===== src/rtl/burst_seq_pkg.sv =====
package burst_seq_pkg;

  typedef enum logic {
    ORD_LINEAR     = 1'b0,
    ORD_INTERLEAVE = 1'b1
  } burst_order_e;

endpackage


===== src/rtl/burst_lowbits_calc.sv =====
module burst_lowbits_calc
  import burst_seq_pkg::*;
#(
  parameter int BEAT_W = 2
) (
  input  logic [BEAT_W-1:0] base_low,
  input  logic [BEAT_W-1:0] beat,
  input  burst_order_e      order,
  output logic [BEAT_W-1:0] low_out
);

  logic [BEAT_W-1:0] lin_low;
  logic [BEAT_W-1:0] ilv_low;

  // Sum truncates to BEAT_W bits, so the carry never reaches the upper address.
  assign lin_low = base_low + beat;
  assign ilv_low = base_low ^ beat;

  always_comb begin
    if (order == ORD_INTERLEAVE) low_out = ilv_low;
    else                         low_out = lin_low;
  end

endmodule


===== src/rtl/burst_ctrl_regs.sv =====
module burst_ctrl_regs
  import burst_seq_pkg::*;
#(
  parameter int ADDR_W = 17,
  parameter int BEAT_W = 2
) (
  input  logic              clk,
  input  logic              rst,
  input  logic              clk_en,
  input  logic              load_cmd,
  input  logic              order_sel,
  input  logic [ADDR_W-1:0] start_addr,
  output logic [ADDR_W-1:0] base_q,
  output burst_order_e      order_q,
  output logic [BEAT_W-1:0] beat_q,
  output logic [BEAT_W-1:0] beat_next
);

  assign beat_next = load_cmd ? '0 : beat_q + 1'b1;

  always_ff @(posedge clk) begin
    if (rst) begin
      base_q  <= '0;
      order_q <= ORD_LINEAR;
      beat_q  <= '0;
    end else if (clk_en) begin
      beat_q <= beat_next;
      if (load_cmd) begin
        base_q  <= start_addr;
        order_q <= burst_order_e'(order_sel);
      end
    end
  end

endmodule


===== src/rtl/burst_addr_seq.sv =====
module burst_addr_seq
  import burst_seq_pkg::*;
#(
  parameter int ADDR_W    = 17,
  parameter int BURST_LEN = 4
) (
  input  logic                         clk,
  input  logic                         rst,
  input  logic                         clk_en,
  input  logic                         load_cmd,
  input  logic                         order_sel,
  input  logic [ADDR_W-1:0]            start_addr,
  output logic [ADDR_W-1:0]            word_addr,
  output logic [$clog2(BURST_LEN)-1:0] beat_idx
);

  localparam int BEAT_W = $clog2(BURST_LEN);

  logic [ADDR_W-1:0] base_q;
  burst_order_e      order_q;
  logic [BEAT_W-1:0] beat_q;
  logic [BEAT_W-1:0] beat_next;
  logic [BEAT_W-1:0] step_low;
  logic [ADDR_W-1:0] addr_next;

  burst_ctrl_regs #(
    .ADDR_W (ADDR_W),
    .BEAT_W (BEAT_W)
  ) ctrl_i (
    .clk        (clk),
    .rst        (rst),
    .clk_en     (clk_en),
    .load_cmd   (load_cmd),
    .order_sel  (order_sel),
    .start_addr (start_addr),
    .base_q     (base_q),
    .order_q    (order_q),
    .beat_q     (beat_q),
    .beat_next  (beat_next)
  );

  burst_lowbits_calc #(
    .BEAT_W (BEAT_W)
  ) calc_i (
    .base_low (base_q[BEAT_W-1:0]),
    .beat     (beat_next),
    .order    (order_q),
    .low_out  (step_low)
  );

  generate
    if (ADDR_W > BEAT_W) begin : g_upper
      assign addr_next = load_cmd ? start_addr
                                  : {base_q[ADDR_W-1:BEAT_W], step_low};
    end else begin : g_low_only
      assign addr_next = load_cmd ? start_addr : step_low;
    end
  endgenerate

  always_ff @(posedge clk) begin
    if (rst) begin
      word_addr <= '0;
    end else if (clk_en) begin
      word_addr <= addr_next;
    end
  end

  assign beat_idx = beat_q;

endmodule


===== config.mk =====
export PLATFORM = sky130hd
export DESIGN_NAME = burst_addr_seq
export DESIGN_NICKNAME = d
export VERILOG_FILES = /design/src/rtl/burst_seq_pkg.sv /design/src/rtl/burst_lowbits_calc.sv /design/src/rtl/burst_ctrl_regs.sv /design/src/rtl/burst_addr_seq.sv
export SDC_FILE = /design/constraint.sdc
export NUM_CORES = 1
export LEC_CHECK = 0
export ABC_AREA = 1
export CELL_PAD_IN_SITES_DETAIL_PLACEMENT = 1
export CELL_PAD_IN_SITES_GLOBAL_PLACEMENT = 2
export CORE_UTILIZATION = 25
export DETAILED_ROUTE_END_ITERATION = 12
export PLACE_DENSITY = 0.8
export SLEW_MARGIN = 20
export SYNTH_ARGS = -nofsm -noshare
export SYNTH_HDL_FRONTEND = slang
export SYNTH_SLANG_ARGS = --single-unit

===== constraint.sdc =====
create_clock -name clk -period 1.25 [get_ports clk]
set_clock_uncertainty 0.15 [all_clocks]
set_input_delay 0.125 -clock clk [delete_from_list [all_inputs] [get_ports clk]]
set_output_delay 0.125 -clock clk [all_outputs]
set_load 0.05 [all_outputs]

==> flow_summary.json, run 1 <==
{
  "cts.sinks": 37,
  "slew_violations": 0,
  "drt_iter0_drc": 45,
  "grt_max_degree": 20,
  "htree_levels": 2,
  "path_class": "reg -> reg",
  "final.min_clock_period_ns": 1.25,
  "drtAntennaViolNets": 0,
  "ioPinCount": 41,
  "hold_buffers": 0,
  "fmaxAchievable_ghz": 0.797,
  "die_area_mm2": 0.00629,
  "start_util_pct": 26.5,
  "final_cell_mix": "nand2_1 (93), dfxtp_1 (35), buf_12 (25), a21oi_1 (21), inv_1 (21)",
  "antenna_found_initial": 0,
  "grt_pass1_vias": 1535,
  "syn_area_per_cell_um2": 7.05,
  "dp_hpwl_mm": 2.97,
  "placed_area_mm2": 0.00229,
  "setup_viol": 1,
  "syn-num-nets": 235,
  "cts_tree": "built",
  "clock_latency_ns": 0.29,
  "layout-drive-gt1-share_pct": 17.4,
  "drt_pass1_iterations": 4,
  "tightest_slew_ns": 0.207,
  "syn_area_mm2": 0.00150,
  "grt-ovfl-total": 0,
  "clkTransAtPathRegs_ns": 0.07,
  "synth-seq-cells": 37,
  "antennaDiodeCount": 0,
  "synthCells": 212,
  "power.density_mw_per_mm2": 1180,
  "coreArea_mm2": 0.00564,
  "cap_violations": 0,
  "io_buffers": 40,
  "min_path_type": "in -> reg",
  "hold_viol": 0,
  "design_area_mm2": 0.00241,
  "layout_commonest_cell": "nand2_1",
  "vdd_drop_max_uv": 464,
  "drt-total-wl_mm": 4.17,
  "worstSetupEndpointType": "register",
  "start_kind": "register",
  "violations": "negative setup slack",
  "fin_crit_sh_pct": 100,
  "worst_ep_arrival_time_ns": 1.28,
  "drc": 0,
  "yosysWarningCount": 0,
  "die_x_um": 79.3,
  "area_growth_pct": 61.3,
  "via_per_inst": 4.34,
  "final_util_pct": 42.7,
  "fp-row-count": 27,
  "timing.final.ws_setup_ns": -0.00474,
  "place.gp.congestion": 0.672,
  "root_buffer": "clkbuf_8",
  "globalRouteTotalUtil_pct": 15.0,
  "vias": 1458,
  "cts.path.max_buffers": 2,
  "numCtsBuffers": 5,
  "slew_headroom_pct": 86.2,
  "grt_setup_unrepaired": "true",
  "status": "finished with violations",
  "p_leak_uw": 0.00112,
  "grt_pass1_wl_mm": 7.16,
  "required_ns": 1.27,
  "die_h_um": 79.3,
  "cp_max_fo": 4,
  "final_nets": 286,
  "synth.yosys.seq_area_share_pct": 49.5,
  "yosysUniqueCellTypes": 15,
  "drt-wirelength-per-cell_um": 12.4
}
worst paths after layout:
kind              depth (start not counted)          endpoint  slack (ns)        startpoint
hold reg to reg                           2  ctrl_i.base_q[5]        0.32  ctrl_i.base_q[5]
setup / recovery                          7      word_addr[1]      -0.005  ctrl_i.beat_q[0]
hold / removal                            4  ctrl_i.beat_q[0]        0.14          load_cmd
setup reg to reg                          7      word_addr[1]      -0.005  ctrl_i.beat_q[0]
metal layers:
| metal | share of wire (%) | vias up | track usage [%] |
|---|---|---|---|
| li1 | - | 754 | - |
| met2 | 50 | 21 | 25.7 |
| met5 | 0 | - | 0 |
| met4 | 1.2 | 0 | 4.91 |
| met1 | 45 | 679 | 18.2 |
| met3 | 3.3 | 4 | 3.68 |
stage by stage:
stage / TNS, ns / setup WS (ns) / total power (uW) / cells / hold WS, ns
finish: -0.00474 / -0.00474 / 2840 / 336 / 0.138
global route: -0.885 / -0.0934 / 2990 / 336 / 0.157
CTS: -0.0103 / -0.0103 / 2880 / 336 / 0.274
detailed placement: -11.16 / -0.382 / 1880 / 328 / 0.305
global placement: -9.61 / -0.347 / 1870 / 328 / 0.301
floorplan: 0 / 0.0112 / 1560 / 212 / 0.0628
registers in the layout, indices dropped and copies added (netlist names):
signal          cells
ctrl_i.base_q      17
ctrl_i.beat_q       2
ctrl_i.order_q      1
word_addr          17
worst max-delay path: stages (launching register included):
cell and delay, ns:
dfxtp_4 0.36, buf_4 0.15, inv_1 0.10, nand2_1 0.06, nand3_1 0.09, nand3_1 0.08, nand3_1 0.09, a21oi_1 0.06
kinds of logic after synthesis:
logic type / synth area share, %
and+or+nand+nor: 30.8
DFF: 49.5
buffers and inverters: 10.8
AOI/OAI and AO/OA: 8.03
adders and majority gates: 0.837
area by class of cell:
| type | count | area, um^2 |
|---|---|---|
| fillers | 675 | 3230 |
| inverters | 26 | 103 |
| well taps | 72 | 90.1 |
| flip-flops and latches | 37 | 746 |
| clock buffers | 8 | 111 |
| multi-input cells | 141 | 603 |
| repair buffers | 52 | 758 |
report_power, final:
group	leakage (uW)	total [uW]	switching, uW	internal [uW]
registers	0.000304	1290	48.9	1240
clock network	0.0000566	996	426	570
logic	0.000758	559	278	281
Yosys cell counts:
master | instances | area (um^2)
nand2_1 | 93 | 349
clkinv_2 | 1 | 5.00
nor2_1 | 3 | 11.3
inv_1 | 21 | 78.8
clkinv_1 | 1 | 3.75
inv_2 | 3 | 11.3
buf_6 | 3 | 33.8
dfxtp_1 | 37 | 741
ha_1 | 1 | 12.5
buf_2 | 2 | 10.0
a21oi_1 | 21 | 105
buf_4 | 2 | 15.0
nand3_1 | 20 | 100
o21ai_0 | 3 | 15.0
clkbuf_1 | 1 | 3.75
what timing repair did:
| action | in CTS | in global routing |
|---|---|---|
| pin swaps | 0 | 4 |
| gates resized for setup | 1 | 3 |
| endpoints found under the setup margin | 17 | 28 |
| buffers inserted | 0 | 0 |
(Power assumes the default switching activity.)
==> run 2: changes to the inputs <==
Settings changed: GPL_TIMING_DRIVEN from default to 0.
==> run 2 against run 1 <==
  * Critical path type unchanged
  * The run ends with negative hold slack left
  * Clock power rose by 8%
  * Clock-buffer cell count fell by 2
  * Sequential share of layout area rose by 5.4 points
  * Largest power group unchanged
  * Hold slack got worse by 0.21 ns
  * Sequential cell count did not move
  * Global-route usage fell by 1.6 points
  * Via count fell by 4.0%
  * Critical endpoint unchanged
  * Final area fell by 15%
==> flow_summary.json, run 2 (synthesized netlist as in run 1, its figures left out) <==
{
  "drtAntennaViolNets": 0,
  "fp-row-count": 27,
  "start_kind": "register",
  "drt-total-wl_mm": 3.96,
  "dp_hpwl_mm": 2.76,
  "grt_setup_unrepaired": "true",
  "cts_tree": "built",
  "drt-wirelength-per-cell_um": 12.0,
  "clock_latency_ns": 0.29,
  "final_cell_mix": "nand2_1 (90), dfxtp_1 (35), inv_1 (21), a21oi_1 (20)",
  "grt_pass1_wl_mm": 6.28,
  "hold_viol": 8,
  "reg2reg_setup_slack_ns": 0.05,
  "start_util_pct": 26.5,
  "die_h_um": 79.3,
  "via_per_inst": 4.23,
  "layout_commonest_cell": "nand2_1",
  "ioPinCount": 41,
  "drt_iter0_drc": 57,
  "numCtsBuffers": 5,
  "whs_ns": -0.0721,
  "required_ns": 1.33,
  "die_x_um": 79.3,
  "worst_ep_arrival_time_ns": 1.28,
  "tns_ns": 0,
  "layout-drive-gt1-share_pct": 18.1,
  "antennaDiodeCount": 0,
  "report.power.total_uw": 2780,
  "cap_violations": 0,
  "die_area_mm2": 0.00629,
  "final_nets": 281,
  "place.gp.congestion": 0.702,
  "top_regs": "ctrl_i.base_q x17, word_addr x17, ctrl_i.beat_q x2",
  "slew_headroom_pct": 68.3,
  "slew_violations": 0,
  "grt_max_degree": 19,
  "tightest_slew_ns": 0.476,
  "root_buffer": "clkbuf_8",
  "coreArea_mm2": 0.00564,
  "path_class": "reg -> reg",
  "power.density_mw_per_mm2": 1350,
  "vdd_drop_max_uv": 444,
  "grt_pass1_vias": 1320,
  "antenna_found_initial": 0,
  "grt-ovfl-total": 0,
  "clkTransAtPathRegs_ns": 0.07,
  "drc": 0,
  "min_path_type": "in -> reg",
  "fin_crit_sh_pct": 96.4,
  "fmaxAchievable_ghz": 0.830,
  "cp_max_fo": 4,
  "p_leak_uw": 0.00101,
  "globalRouteTotalUtil_pct": 13.4,
  "violations": "negative hold slack",
  "vias": 1399,
  "worstSetupEndpointType": "register",
  "htree_levels": 2,
  "cts.sinks": 37,
  "area_growth_pct": 37.3,
  "io_buffers": 39,
  "final.min_clock_period_ns": 1.20,
  "drt_pass1_iterations": 4,
  "cts.path.max_buffers": 2,
  "status": "finished with violations",
  "setup_viol": 0
}
[run 2: cell count changes in the layout (fill, tap and decap cells not counted), moves of 2 or more]
| cell | change |
|---|---|
| clkdlybuf4s50_1 | -2 |
| nand2_2 | +3 |
| buf_4 | -3 |
| dlygate4sd2_1 | +2 |
| buf_6 | +4 |
| buf_12 | -25 |
| nand2_1 | -3 |
| inv_4 | +2 |
| buf_2 | +19 |
[run 2: stage by stage]
stage	setup slack (ns)	hold WS, ns	instance area (um^2)	util (%)	instances
after global placement	-0.384	0.239	1990	35.2	323
final	0.0452	-0.0721	2050	36.4	331
after global routing	-0.0431	-0.0612	2050	36.4	331
after detailed placement	-0.409	0.244	1990	35.2	323
after floorplan	0.0112	0.0628	1510	-	212
after CTS	-0.0359	-0.0691	2020	35.7	330
[run 2: repair_timing]
action	CTS	global route
gates resized for setup	101	8
endpoints found under the hold margin	8	8
pin swaps	3	1
endpoints found under the setup margin	39	1
setup buffers	0	1
[run 2: layout make-up]
cell class	count	area (um^2)
buffer	7	57.6
clock buffer	6	82.6
clock inverter	2	36.3
fill	719	3590
inverter	26	105
multi-input combinational	141	629
sequential	37	746
tap	72	90.1
timing repair buffer	40	307
[run 2: worst max-delay path: stages, from the launching register on]
cell     delay, ns
dfxtp_4       0.37
nor2_4        0.10
ha_4          0.14
nand2_2       0.05
nand2_2       0.06
nand2_1       0.04
nand2_1       0.06
nand3_2       0.07
a21oi_2       0.10
[run 2: path summary, 6_finish.rpt]
path / start / endpoint / depth (start not counted)
min reg2reg: ctrl_i.base_q[13] / ctrl_i.base_q[13] / 2
max: ctrl_i.beat_q[0] / word_addr[1] / 8
min: rst / word_addr[1] / 2
max reg2reg: ctrl_i.beat_q[0] / word_addr[1] / 8
[run 2: per-layer routing]
| metal | vias to the layer above | track usage (%) | routed length (um) |
|---|---|---|---|
| li1 | 744 | - | - |
| met5 | - | 0 | 0 |
| met1 | 627 | 17.1 | 1900 |
| met4 | 0 | 6.00 | 63 |
| met2 | 23 | 21.5 | 1880 |
| met3 | 5 | 2.99 | 119 |
[run 2: report_power, final]
group / total, uW / leakage, uW / internal (uW) / switching, uW
Combinational: 429 / 0.000644 / 156 / 273
Sequential: 1270 / 0.000304 / 1240 / 33.1
Clock: 1080 / 0.0000617 / 650 / 430
Total: 2780 / 0.00101 / 2040 / 736
